### config.mk
export PLATFORM = sky130hd
export DESIGN_NAME = adc_frame_reader
export DESIGN_NICKNAME = d
export VERILOG_FILES = /design/src/rtl/adc_frame_reader.sv
export SDC_FILE = /design/constraint.sdc
export NUM_CORES = 1
export LEC_CHECK = 0
export CORE_MARGIN = 10
export CORE_UTILIZATION = 32
export CTS_BUF_LIST = sky130_fd_sc_hd__clkbuf_4 sky130_fd_sc_hd__clkbuf_8
export CTS_CLUSTER_DIAMETER = 80
export DETAILED_ROUTE_END_ITERATION = 16
export PLACE_DENSITY_LB_ADDON = 0.08
export SETUP_SLACK_MARGIN = 0.15
export SYNTH_ARGS = -nofsm -noshare
export SYNTH_HDL_FRONTEND = slang
export SYNTH_SLANG_ARGS = --single-unit
### constraint.sdc
create_clock -name clk -period 1.8 [get_ports clk]
set_input_delay 0.36 -clock clk [delete_from_list [all_inputs] [get_ports clk]]
set_output_delay 0.36 -clock clk [all_outputs]
set_load 0.02 [all_outputs]
### src/rtl/adc_frame_reader.sv
module adc_frame_reader #(
  parameter int DIV           = 4,
  parameter int PAD_BITS      = 8,
  parameter int DATA_BITS     = 16,
  parameter int MUX_PERIODS   = 595,
  parameter int OSC_RATIO     = 612,
  parameter int SYS_PER_OSC   = 2,
  parameter int WORDS_ALLOWED = 3
) (
  input  logic                 clk,
  input  logic                 rst_n,
  input  logic                 sdo_i,
  input  logic                 sleep_req_i,
  input  logic                 err_clr_i,
  output logic                 cs_n_o,
  output logic                 sclk_o,
  output logic [DATA_BITS-1:0] data_o,
  output logic                 valid_o,
  output logic                 mux_adv_o,
  output logic                 frame_err_o,
  output logic                 timeout_o
);

  localparam int FRAME    = PAD_BITS + DATA_BITS;
  localparam int BIT_W    = $clog2(FRAME + 1);
  localparam int PH_W     = $clog2(DIV);
  localparam int MUX_CYC  = MUX_PERIODS * 2 * DIV;
  localparam int MUX_W    = $clog2(MUX_CYC + 1);
  localparam int WAIT_LIM = WORDS_ALLOWED * OSC_RATIO * SYS_PER_OSC;
  localparam int WAIT_W   = $clog2(WAIT_LIM + 1);
  localparam logic [PH_W-1:0] PH_LAST = PH_W'(DIV - 1);

  typedef enum logic [1:0] {ST_WAIT, ST_READ, ST_DONE, ST_SLEEP} state_t;

  state_t                st;
  logic [2:0]            sync_q;
  logic [PH_W-1:0]       ph;
  logic                  sck;
  logic [BIT_W-1:0]      nbit;
  logic [DATA_BITS-1:0]  shreg;
  logic [MUX_W-1:0]      mux_cnt;
  logic                  mux_run;
  logic [WAIT_W-1:0]     wait_cnt;

  wire smp      = sync_q[1];
  wire ready    = sync_q[2] & ~sync_q[1];
  wire start    = (st == ST_WAIT) && !sleep_req_i && ready;
  wire rise_now = (st == ST_READ) && (ph == PH_LAST) && !sck;

  assign cs_n_o    = (st == ST_DONE) || (st == ST_SLEEP);
  assign sclk_o    = ((st == ST_READ) && sck) || (st == ST_SLEEP);
  assign mux_adv_o = mux_run && (mux_cnt == MUX_W'(MUX_CYC));
  assign timeout_o = (wait_cnt == WAIT_W'(WAIT_LIM));

  always_ff @(posedge clk or negedge rst_n)
    if (!rst_n) sync_q <= 3'b111;
    else        sync_q <= {sync_q[1:0], sdo_i};

  always_ff @(posedge clk or negedge rst_n) begin
    if (!rst_n) begin
      st      <= ST_WAIT;
      ph      <= '0;
      sck     <= 1'b0;
      nbit    <= '0;
      shreg   <= '0;
      data_o  <= '0;
      valid_o <= 1'b0;
    end else begin
      valid_o <= 1'b0;
      case (st)
        ST_WAIT:
          if (sleep_req_i) st <= ST_SLEEP;
          else if (ready) begin
            st   <= ST_READ;
            ph   <= '0;
            sck  <= 1'b0;
            nbit <= '0;
          end
        ST_READ:
          if (ph == PH_LAST) begin
            ph  <= '0;
            sck <= ~sck;
            if (!sck) begin
              shreg <= {shreg[DATA_BITS-2:0], smp};
              nbit  <= nbit + 1'b1;
            end else if (nbit == BIT_W'(FRAME)) begin
              st      <= ST_DONE;
              valid_o <= 1'b1;
              data_o  <= shreg;
            end
          end else begin
            ph <= ph + 1'b1;
          end
        ST_DONE:  st <= ST_WAIT;
        ST_SLEEP: if (!sleep_req_i) st <= ST_WAIT;
        default:  st <= ST_WAIT;
      endcase
    end
  end

  always_ff @(posedge clk or negedge rst_n)
    if (!rst_n) frame_err_o <= 1'b0;
    else if (err_clr_i) frame_err_o <= 1'b0;
    else if (rise_now && (nbit < BIT_W'(PAD_BITS)) && smp) frame_err_o <= 1'b1;

  always_ff @(posedge clk or negedge rst_n) begin
    if (!rst_n) begin
      mux_run <= 1'b0;
      mux_cnt <= '0;
    end else if (start) begin
      mux_run <= 1'b1;
      mux_cnt <= '0;
    end else if (mux_run) begin
      if (mux_cnt == MUX_W'(MUX_CYC)) mux_run <= 1'b0;
      else mux_cnt <= mux_cnt + 1'b1;
    end
  end

  always_ff @(posedge clk or negedge rst_n)
    if (!rst_n) wait_cnt <= '0;
    else if (st != ST_WAIT || sleep_req_i || ready) wait_cnt <= '0;
    else if (!timeout_o) wait_cnt <= wait_cnt + 1'b1;

endmodule


# Yosys cells after proc, flatten, opt, wreduce, memory -nomap -nowiden
# Index checks and enable logic that the tools add are counted.
classes:
  n_addsub: 4
  magnitude_cmp: 1
  n_eq_ne: 17
  n_mux: 34
  bitwise: 3
  reduce_logical: 26
ops:
  columns: ["cell", "n"]
  rows:
  - ["13-bit 2-to-1 mux", 3]
  - ["12-bit 2-to-1 mux", 2]
  - ["5-bit 2-to-1 mux", 4]
  - ["2-bit 2-to-1 mux", 9]
  - ["13-bit by 1-bit adder with 13-bit output, second input constant", 1]
  - ["13-bit == test, second input constant", 1]
  - ["12-bit by 1-bit adder with 12-bit output, second input constant", 1]
  - ["12-bit == test, second input constant", 1]
  - ["1-bit 2-to-1 mux", 12]
  - ["2-bit != test, second input constant", 6]
  - ["5-bit case mux with 2 select lines", 1]
  - ["5-bit AND reduction", 2]
  - ["1-bit logical AND", 8]
  - ["2-bit case mux with 4 select lines", 1]
  - ["4-bit AND reduction", 2]
  - ["2-bit nonzero test", 4]
  - ["2-bit == test, second input constant", 3]
  - ["2-bit by 1-bit != test with 1-bit output, second input constant", 3]
  - ["3-bit AND reduction", 2]
  - ["5-bit by 1-bit adder with 5-bit output, second input constant", 1]
  - ["5-bit == test, second input constant", 1]
  - ["5-bit by 4-bit less-than comparator with 1-bit output, second input constant", 1]
  - ["1-bit logical OR", 4]
  - ["2-bit case mux with 2 select lines", 1]
  - ["other kinds (9)", 11]
totals:
  regBits: 73
  out_inout_bits: 22
  wordCells: 97

# Depth between registers and ports, before layout
# Gate-level depths: netlist of the first run.
depth:
  depth_word: 7
  depth_mapped: 7
  mapped_depth_nobuf: 6

# Worst setup path after synthesis of the first run
# Ideal clock, no wire load.
synth_timing:
  path_type: "reg-to-output"
  startpoint: "register mux_cnt[0]"
  endpoint: "output port mux_adv_o"
  arrival_time_ps: 1378
  required_ps: 1440
  setup_slack_ps: 62
  path_stages_with_launch: 6
  path_buffers: 0
  path_cell_list: "dfrtp_1 -> inv_1 -> ha_1 -> nor4bb_1 -> nand3_1 -> nor2_1"
synth_between:
  elab_chain_len: 2
synth_rtl:
  columns: ["item", "line", "source"]
  rows:
  - ["start: declaration", "41", "logic [MUX_W-1:0] mux_cnt;"]
  - ["start signal: assignment", "115", "else mux_cnt <= mux_cnt + 1'b1;"]
  - ["13-bit == test", "52", "assign mux_adv_o = mux_run && (mux_cnt == MUX_W'(MUX_CYC));"]
  - ["1-bit logical AND", "52", null]
  - ["end: declaration", "19", "output logic mux_adv_o,"]
# No other way between the ends.

# Worst setup path in the final report of the first run
# Same ends and word-level chain as after synthesis.

==> flow_metrics.env, run 1 <==
export IMPL_status="complete, but fails checks"
export IMPL_violations="negative setup slack"
export IMPL_layout_drive_gt1_share_pct=37.57
export IMPL_finalMaxSlewViolations=0
export IMPL_maxCapViolCount=0
export IMPL_synth_top_family_by_area="simple AND/OR/NAND/NOR gates"
export IMPL_drt_initial_drc_count=58
export IMPL_tns_ps=-66.24
export IMPL_hold_violations=0
export IMPL_synth_area_leader_cell="dfrtp_1"
export IMPL_overflow=0
export IMPL_dr_wl_met3_um=297
export IMPL_num_rows=36
export IMPL_ys_async_sr_fraction_pct=100.0
export IMPL_yosys_area_top_type_share_pct=53.99
export IMPL_die_h_um=120.7
export IMPL_yosysUniqueCellTypes=47
export IMPL_syn_nets=276
export IMPL_synth_area_um2=3244
export IMPL_grt_pass1_wl_mm=11.67
export IMPL_grt_max_degree=40
export IMPL_ys_warn_count=0
export IMPL_place_area_um2=3976
export IMPL_clock_sinks=73
export IMPL_seq_area_um2=1831
export IMPL_worst_ep_required_time_ps=1440
export IMPL_p_per_area_nw_per_um2=1150
export IMPL_period_minus_slack_ps=1834
export IMPL_layout_setup_ws_ps=-34.03
export IMPL_fin_skew_ps=8.806
export IMPL_synth_xor_area_share_pct=5.939
export IMPL_min_delay_path_class="input port to asynchronous set/reset pin"
export IMPL_firstDrtPassIters=4
export IMPL_vias=2224
export IMPL_cp_end_kind="output pin"
export IMPL_syn_to_final_growth_pct=35.83
export IMPL_wl_met2_mm=3.266
export IMPL_final_util_pct=44.88
export IMPL_ys_ff_latch=73
export IMPL_clock_fmax_ghz=0.5452
export IMPL_fin_nets=361
export IMPL_synthSimpleGateAreaFrac_pct=15.54
export IMPL_antenna_cells=0
export IMPL_cts_tree="yes"
export IMPL_hpwl_mm=4.517
export IMPL_ant_nets=0
export IMPL_die_area_um2=14570
export IMPL_ys_top_cells_by_area="dfrtp_1 (54%), mux2_2 (11%), xor2_1 (3.5%)"
export IMPL_cts_root_buf="clkbuf_8"
export IMPL_fill_cells=971
export IMPL_start_util_pct=33.04
export IMPL_core_area_um2=9819
export IMPL_detail_route_wl_per_cell_um=14.07
export IMPL_multiInputGateArea_um2=1450
export IMPL_io_buffers=26
export IMPL_insertion_delay_ps=340
export IMPL_die_w_um=120.7
export IMPL_synthTopCellsByCount="dfrtp_1 (70), mux2_2 (33), nor2_1 (27), xor2_1 (13), nand2_1 (11)"
export IMPL_synth_fa_ha_area_share_pct=2.700
export IMPL_fin_crit_sh_pct=101.9
export IMPL_wl_met1_mm=3.243
export IMPL_drc=0
export IMPL_crit_type="flop to output pin"
export IMPL_setup_violations=2
export IMPL_syn_area_per_cell_um2=12.29
export IMPL_worst_slew_pin_slew_ps=565.6
export IMPL_cp_arrival_ps=1470
export IMPL_start_kind="flop"
export IMPL_top_layer="met4"
export IMPL_via_per_inst=4.567
export IMPL_cts_made_buffers=9
export IMPL_antenna_found_initial=0
export IMPL_rsz0062_at_grt="true"
export IMPL_synth_edf_count=0
export IMPL_htree_levels=3
export IMPL_peakVddDrop_mv=0.4998
export IMPL_yosysMostFrequentCell="dfrtp_1"
export IMPL_synth_compound_area_share_pct=4.628
export IMPL_yosysSeqAreaShare_pct=56.42
export IMPL_worst_path_max_fanout=2
export IMPL_synthFlopType="dfrtp_1"
export IMPL_slew_headroom_pct=62.29
export IMPL_netlist_instances=264
export IMPL_gp_congestion=0.7235
export IMPL_io_pins=27
export IMPL_grt_pass1_vias=2378
export IMPL_clk_pin_slew_ps=80
export IMPL_grt_usage_pct=9.836
export IMPL_routed_wl_mm=6.850
export IMPL_p_leak_nw=2.118
export IMPL_fin_area_um2=4407
export IMPL_holdBufCountCts=0
export IMPL_synthMuxAreaShare_pct=12.07
export IMPL_clk_path_buf_depth=2
## per-stage QoR
stage | hold slack, ps | setup slack, ps | power [mW] | cells
global route | 33.47 | -153.9 | 5.447 | 487
CTS | 23.29 | -124.4 | 5.068 | 480
finish | 14.52 | -34.03 | 5.069 | 487
detailed placement | 347.0 | -277.5 | 3.695 | 457
global placement | 346.8 | -207.3 | 3.692 | 457
floorplan | 64.41 | 170.6 | 3.034 | 264
## cells in the final DEF, fill, tap and decap left out, types with 3 or more instances in the layout
| cell type | count |
|---|---|
| a21oi_1 | 7 |
| a22o_1 | 3 |
| a31oi_1 | 4 |
| and4_1 | 4 |
| buf_12 | 4 |
| buf_4 | 48 |
| buf_6 | 6 |
| clkbuf_4 | 3 |
| clkbuf_8 | 9 |
| clkdlybuf4s50_1 | 3 |
| clkinv_2 | 3 |
| dfrtp_1 | 70 |
| dfstp_2 | 3 |
| dlygate4sd2_1 | 19 |
| ha_1 | 5 |
| inv_1 | 5 |
| mux2_2 | 17 |
| mux2_4 | 16 |
| nand2_1 | 11 |
| nand2b_1 | 3 |
| nand3_1 | 6 |
| nand4_1 | 8 |
| nor2_1 | 26 |
| o21ai_0 | 5 |
| or3_1 | 3 |
| xnor2_1 | 9 |
| xor2_1 | 13 |
## report_power, final
group          switching (mW)  total, mW  internal [mW]
registers               0.203       2.14           1.94
logic                   0.778       1.65          0.872
clock network           0.596       1.28          0.681
## sequential cells by signal, summed over array words and instances (netlist names)
register / count
nbit: 5
wait_cnt: 12
sync_q: 3
ph: 2
mux_cnt: 13
frame_err_o: 1
sck: 1
shreg: 16
st: 2
mux_run: 1
valid_o: 1
data_o: 16
## worst paths after layout
| check | slack (ps) | startpoint | to | cells past startpoint |
|---|---|---|---|---|
| max | -30 | mux_cnt[0] | mux_adv_o | 6 |
| min | 10 | rst_n | mux_cnt[8] | 1 |
| max reg2reg | 90 | mux_cnt[0] | mux_cnt[1] | 8 |
| min reg2reg | 360 | sync_q[0] | sync_q[1] | 0 |
| max in group asynchronous | 1270 | rst_n | shreg[15] | 2 |
| min in group clk | 360 | sync_q[0] | sync_q[1] | 0 |
## final cells by class
class                      instances  area share [%]
clock buffer                      12           3.322
clock inverter                     4           1.022
inverter                           7          0.5963
multi-input combinational        175           32.91
sequential                        73           41.54
tap                              133           3.776
timing repair buffer              83           16.84
## per-layer routing
metal / vias up / global-route usage (%)
met3: 4 / 3.630
met1: 1109 / 12.44
met5: - / 0
met2: 26 / 15.32
li1: 1085 / -
met4: 0 / 2.941
## logic make-up (layout without fill, tap and decap cells)
kind of cell | Yosys count | count (layout)
AND/OR/NAND/NOR | 87 | 87
buffers and inverters | 16 | 106
AO/OA/AOI/OAI | 24 | 24
adder cells (fa/ha/maj) | 7 | 7
XOR/XNOR | 22 | 22
flip-flops | 73 | 73
multiplexers | 35 | 35
## critical path, cell delays in order, from the launching register on
cell      delay [ps]
dfrtp_1          380
inv_1             60
ha_1             140
nor4bb_4         210
nand3_1          120
nor2_2           100
buf_6            120
## timing repair
| item | in CTS | in global routing |
|---|---|---|
| endpoints found under the setup margin | 40 | 38 |
| gates resized for setup | 55 | 11 |
| cloned | 1 | 1 |
| pin swaps | 3 | 9 |
| endpoints found under the hold margin | 0 | 0 |
| setup buffers | 6 | 6 |
Note: power is estimated with default switching activity, not from simulation.
==> run 2, diff against run 1 <==
--- a/config.mk
+++ b/config.mk
@@ -5,8 +5,9 @@
 export SDC_FILE = /design/constraint.sdc
 export NUM_CORES = 1
 export LEC_CHECK = 0
+export ABC_CLOCK_PERIOD_IN_PS = 2200
 export CORE_MARGIN = 10
-export CORE_UTILIZATION = 32
+export CORE_UTILIZATION = 60
 export CTS_BUF_LIST = sky130_fd_sc_hd__clkbuf_4 sky130_fd_sc_hd__clkbuf_8
 export CTS_CLUSTER_DIAMETER = 80
 export DETAILED_ROUTE_END_ITERATION = 16
==> constraint.sdc (replaced) <==
create_clock -name clk -period 2.2 [get_ports clk]
set_input_delay 0.44 -clock clk [delete_from_list [all_inputs] [get_ports clk]]
set_output_delay 0.44 -clock clk [all_outputs]
set_load 0.02 [all_outputs]
==> run 2 against run 1 <==
Against the previous run: the flow now finishes without violations; sequential power down 14%; hold slack better by 81 ps; die area down 40%; count of clock-buffer cells in the layout down 1; sequential share of layout area up 5.3 points; setup slack better by 210 ps; clock skew up 1.3 ps; non-clock buffer count down 43; first-iteration DRC count up 98%; final cell count down 22%; critical endpoint is now timeout_o; largest power group unchanged.
==> flow_metrics.env, run 2 (synthesized netlist as in run 1, its figures left out) <==
export IMPL_io_buffers=26
export IMPL_clock_sinks=73
export IMPL_cts_made_buffers=9
export IMPL_top_layer="met4"
export IMPL_syn_to_final_growth_pct=20.67
export IMPL_antenna_found_initial=0
export IMPL_detail_route_wl_per_cell_um=14.90
export IMPL_cts_tree="yes"
export IMPL_clk_pin_slew_ps=80
export IMPL_ant_nets=0
export IMPL_grt_max_degree=28
export IMPL_layout_setup_ws_ps=179.7
export IMPL_dr_wl_met3_um=409
export IMPL_routed_wl_mm=5.677
export IMPL_drt_initial_drc_count=115
export IMPL_cp_arrival_ps=1580
export IMPL_die_area_um2=8749
export IMPL_min_delay_path_class="input port to asynchronous set/reset pin"
export IMPL_tns_ps=0
export IMPL_hold_violations=0
export IMPL_fin_crit_sh_pct=91.83
export IMPL_num_rows=26
export IMPL_wl_met1_mm=2.522
export IMPL_holdBufCountCts=0
export IMPL_fin_skew_ps=10.15
export IMPL_endpoint="timeout_o"
export IMPL_die_h_um=93.54
export IMPL_cts_root_buf="clkbuf_8"
export IMPL_clk_path_buf_depth=2
export IMPL_worst_path_max_fanout=4
export IMPL_clockPowerShare_pct=31.0
export IMPL_wl_met2_mm=2.676
export IMPL_firstDrtPassIters=4
export IMPL_place_area_um2=3633
export IMPL_fin_nets=318
export IMPL_slew_headroom_pct=60.61
export IMPL_path_cells="or3b_4 -> nor4_4 -> buf_4"
export IMPL_switching_share_pct=29.77
export IMPL_grt_usage_pct=14.05
export IMPL_grt_pass1_vias=2028
export IMPL_antenna_cells=0
export IMPL_worst_ep_required_time_ps=1760
export IMPL_p_int_mw=2.867
export IMPL_p_comb_share_pct=24.0
export IMPL_p_leak_nw=1.788
export IMPL_ff2ff_setup_slack_ps=390
export IMPL_status="complete, no violations"
export IMPL_peakVddDrop_mv=0.6106
export IMPL_maxCapViolCount=0
export IMPL_clock_fmax_ghz=0.4950
export IMPL_via_per_inst=5.402
export IMPL_gp_congestion=0.7955
export IMPL_top_regs="data_o: 16 flops, shreg: 16 flops, mux_cnt: 13 flops"
export IMPL_worst_slew_pin_slew_ps=590.8
export IMPL_layout_common_cells="dfrtp_1 (67), mux2_2 (33), nor2_1 (27), clkdlybuf4s50_1 (23), buf_4 (14)"
export IMPL_layout_commonest_cell="dfrtp_1"
export IMPL_critical_path_top_delay_family="simple AND/OR/NAND/NOR gates"
export IMPL_core_area_um2=5172
export IMPL_crit_buf_inv=1
export IMPL_start_util_pct=62.72
export IMPL_slowest_stage="dfrtp_2"
export IMPL_place_ws_ps=30.27
export IMPL_vias=2058
export IMPL_startpoint="wait_cnt[2]"
export IMPL_fill_cells=342
export IMPL_overflow=0
export IMPL_power_switching_mw=1.215
export IMPL_insertion_delay_ps=340
export IMPL_fin_area_um2=3915
export IMPL_p_per_area_nw_per_um2=1043
export IMPL_die_w_um=93.54
export IMPL_cp_num_cells=3
export IMPL_hpwl_mm=3.893
export IMPL_critPathMaxStageDelay_ps=430
export IMPL_finalMaxSlewViolations=0
export IMPL_cp_end_kind="output pin"
export IMPL_drc=0
export IMPL_reg2reg_to="data_o[1]"
export IMPL_crit_type="flop to output pin"
export IMPL_period_minus_slack_ps=2020
export IMPL_reg2reg_from="ph[0]"
export IMPL_io_pins=27
export IMPL_setup_violations=0
export IMPL_start_kind="flop"
export IMPL_reg2regPathDepth=6
export IMPL_grt_pass1_wl_mm=9.735
export IMPL_htree_levels=3
export IMPL_power_frac_seq_pct=45.1
export IMPL_layout_drive_gt1_share_pct=26.69
export IMPL_rsz0062_at_grt="true"
[run 2: cell types whose count changed in the layout (fill, tap and decap cells not counted), moves of 3 or more]
| cell | delta |
|---|---|
| buf_4 | -34 |
| dfrtp_1 | -3 |
| mux2_4 | -16 |
| clkinv_2 | -3 |
| dfrtp_2 | +3 |
| clkdlybuf4s50_1 | +20 |
| dlygate4sd2_1 | -19 |
| mux2_2 | +16 |
| buf_6 | -6 |
[run 2: routing by layer]
metal	up-vias	track usage (%)
met5	-	0
met4	0	4.937
met3	9	7.114
met2	41	21.69
met1	1003	16.55
li1	1005	-
[run 2: what timing repair did]
item | in CTS | in global routing
hold endpoints to repair | 0 | 0
setup endpoints to repair | 3 | 3
pin swaps | 0 | 3
setup buffers | 0 | 3
gates resized for setup | 12 | 3
[run 2: final cells by class]
type	count	area, um^2	share of cell area [%]
clock buffers	11	138.9	3.547
clock inverters	5	106.4	2.717
inverters	7	26.28	0.6711
multi-input cells	175	1341	34.26
flip-flops and latches	73	1834	46.85
well taps	70	87.58	2.237
repair buffers	40	380.4	9.716
[run 2: power groups by stage]
stage / Sequential (mW) / Clock, mW / Combinational (mW)
final: 1.84 / 1.26 / 0.978
after global routing: 1.88 / 1.35 / 1.10
after CTS: 1.85 / 1.29 / 0.950
after detailed placement: 1.86 / 0 / 0.927
after global placement: 1.85 / 0 / 0.899
after floorplan: 1.78 / 0 / 0.696
[run 2: worst min path at each step]
stage                          from         end  depth (start not counted)  slack [ps]
after floorplan               rst_n   data_o[0]                          0         140
after global placement    sync_q[0]   sync_q[1]                          0         350
after detailed placement  sync_q[0]   sync_q[1]                          0         360
after CTS                     rst_n   shreg[10]                          1         100
after global routing          rst_n  mux_cnt[3]                          1         120
final                         rst_n   shreg[10]                          1         100
[run 2: metrics by stage]
step / std cells / utilization (%) / power [mW] / hold slack [ps]
5_1_grt: 381 / 75.69 / 4.325 / 118.2
3_3_place_gp: 362 / 70.25 / 2.749 / 345.5
4_1_cts: 378 / 75.13 / 4.099 / 97.52
3_5_place_dp: 362 / 70.25 / 2.789 / 357.1
2_1_floorplan: 264 / - / 2.474 / 144.4
6_report: 381 / 75.69 / 4.082 / 95.07
==> run 3, diff against run 2 <==
--- a/config.mk
+++ b/config.mk
@@ -11,8 +11,10 @@
 export CTS_BUF_LIST = sky130_fd_sc_hd__clkbuf_4 sky130_fd_sc_hd__clkbuf_8
 export CTS_CLUSTER_DIAMETER = 80
 export DETAILED_ROUTE_END_ITERATION = 16
+export HOLD_SLACK_MARGIN = 0.15
 export PLACE_DENSITY_LB_ADDON = 0.08
 export SETUP_SLACK_MARGIN = 0.15
+export SLEW_MARGIN = 20
 export SYNTH_ARGS = -nofsm -noshare
 export SYNTH_HDL_FRONTEND = slang
 export SYNTH_SLANG_ARGS = --single-unit
==> run 3 against run 2 <==
Against the previous run: setup slack hardly changed; via count hardly changed; sequential power hardly changed; hold slack better by 270 ps; die area stayed put; register-to-register slack hardly changed; sequential share of layout area is 0.12 points lower; critical path depth stayed put; wire length hardly changed.
==> flow_metrics.env, run 3 (synthesized netlist as in run 1, its figures left out) <==
export IMPL_layout_common_cells="dfrtp_1 (67), mux2_2 (33), nor2_1 (27), clkdlybuf4s50_1 (23), buf_4 (14)"
export IMPL_layout_drive_gt1_share_pct=26.60
export IMPL_ff2ff_setup_slack_ps=390
export IMPL_slew_headroom_pct=60.58
export IMPL_clk_pin_slew_ps=80
export IMPL_via_per_inst=5.382
export IMPL_start_util_pct=62.72
export IMPL_crit_type="flop to output pin"
export IMPL_cp_arrival_ps=1580
export IMPL_antenna_cells=0
export IMPL_status="complete, no violations"
export IMPL_min_from="sync_q[0]"
export IMPL_io_pins=27
export IMPL_drc=0
export IMPL_hold_depth=0
export IMPL_min_delay_path_class="flop to flop"
export IMPL_grt_pass1_vias=2031
export IMPL_die_h_um=93.54
export IMPL_num_rows=26
export IMPL_drt_initial_drc_count=104
export IMPL_fin_nets=319
export IMPL_grt_pass1_wl_mm=9.749
export IMPL_hpwl_mm=3.893
export IMPL_htree_levels=3
export IMPL_start_kind="flop"
export IMPL_p_leak_nw=1.793
export IMPL_peakVddDrop_mv=0.6107
export IMPL_reg2reg_to="data_o[1]"
export IMPL_cp_end_kind="output pin"
export IMPL_finalMaxSlewViolations=0
export IMPL_cts_root_buf="clkbuf_8"
export IMPL_fill_cells=339
export IMPL_insertion_delay_ps=340
export IMPL_grt_usage_pct=14.06
export IMPL_maxCapViolCount=0
export IMPL_worst_ep_required_time_ps=1760
export IMPL_fin_crit_sh_pct=91.83
export IMPL_worst_path_max_fanout=4
export IMPL_worst_slew_pin_slew_ps=591.3
export IMPL_antenna_found_initial=0
export IMPL_fin_skew_ps=10.06
export IMPL_core_area_um2=5172
export IMPL_vias=2056
export IMPL_gp_congestion=0.7955
export IMPL_cts_made_buffers=9
export IMPL_routed_wl_mm=5.678
export IMPL_die_w_um=93.54
export IMPL_period_minus_slack_ps=2020
export IMPL_holdPathEnd="sync_q[1]"
export IMPL_syn_to_final_growth_pct=20.98
export IMPL_clock_sinks=73
export IMPL_clk_path_buf_depth=2
export IMPL_cts_tree="yes"
export IMPL_clock_fmax_ghz=0.4950
export IMPL_p_per_area_nw_per_um2=1041
export IMPL_io_buffers=26
export IMPL_firstDrtPassIters=4
export IMPL_tns_ps=0
export IMPL_grt_max_degree=28
export IMPL_rsz0062_at_grt="true"
export IMPL_setup_violations=0
export IMPL_hold_violations=0
export IMPL_top_regs="data_o: 16 flops, shreg: 16 flops, mux_cnt: 13 flops"
export IMPL_final_util_pct=75.88
export IMPL_reg2regPathDepth=6
export IMPL_detail_route_wl_per_cell_um=14.86
export IMPL_overflow=0
export IMPL_ant_nets=0
export IMPL_layout_commonest_cell="dfrtp_1"
export IMPL_die_area_um2=8749
export IMPL_reg2reg_from="ph[0]"
==> run 3: repair_timing <==
| item | in CTS | in global routing |
|---|---|---|
| resized for setup | 12 | 3 |
| hold buffers | 1 | 0 |
| hold endpoints to repair | 21 | 0 |
| setup endpoints to repair | 3 | 3 |
| pin swaps | 0 | 3 |
| setup buffers | 0 | 3 |
==> run 3: worst max path at each step <==
stage / start / endpoint / slack [ps]
after floorplan: mux_cnt[0] / mux_adv_o / 380
after detailed placement: mux_cnt[0] / mux_adv_o / 30
final: wait_cnt[2] / timeout_o / 180
after CTS: mux_cnt[0] / mux_adv_o / 140
after global placement: mux_cnt[0] / mux_adv_o / 80
after global routing: wait_cnt[2] / timeout_o / 120
==> run 3: cell type report <==
cell class	count	area (um^2)	area share [%]
clock buffer	11	138.9	3.538
clock inverter	5	106.4	2.710
inverter	7	26.28	0.6694
multi-input combinational	175	1341	34.17
sequential	73	1834	46.73
tap	70	87.58	2.231
timing repair buffer	41	390.4	9.946
==> run 3: worst max-delay path: stages, from the launching register on <==
cell and delay [ps]:
dfrtp_2 430, or3b_4 410, nor4_4 230, buf_4 180
==> run 3: per-stage QoR <==
step | std cells | worst slack, ps | cell area, um^2 | hold slack [ps] | power (mW)
global route | 382 | 120.3 | 3925 | 376.6 | 4.327
detailed placement | 362 | 30.27 | 3633 | 357.1 | 2.789
CTS | 379 | 144.6 | 3896 | 368.6 | 4.100
floorplan | 264 | 381.9 | 3244 | 144.4 | 2.474
finish | 382 | 179.8 | 3925 | 366.7 | 4.085
global placement | 362 | 76.26 | 3633 | 345.5 | 2.749
==> run 3: where the power goes <==
group / internal, mW / total, mW / switching (mW)
logic: 0.498 / 0.980 / 0.482
registers: 1.59 / 1.84 / 0.251
clock network: 0.781 / 1.26 / 0.483
total: 2.87 / 4.08 / 1.22
==> run 3: layer usage <==
layer	GRT usage, %	wire length, um	share of wire [%]	up-vias
met5	0	0	0	-
met4	4.937	63	1.1	0
met3	7.114	404	7.1	7
met2	21.69	2677	47	41
met1	16.60	2531	45	1002
li1	-	-	-	1006
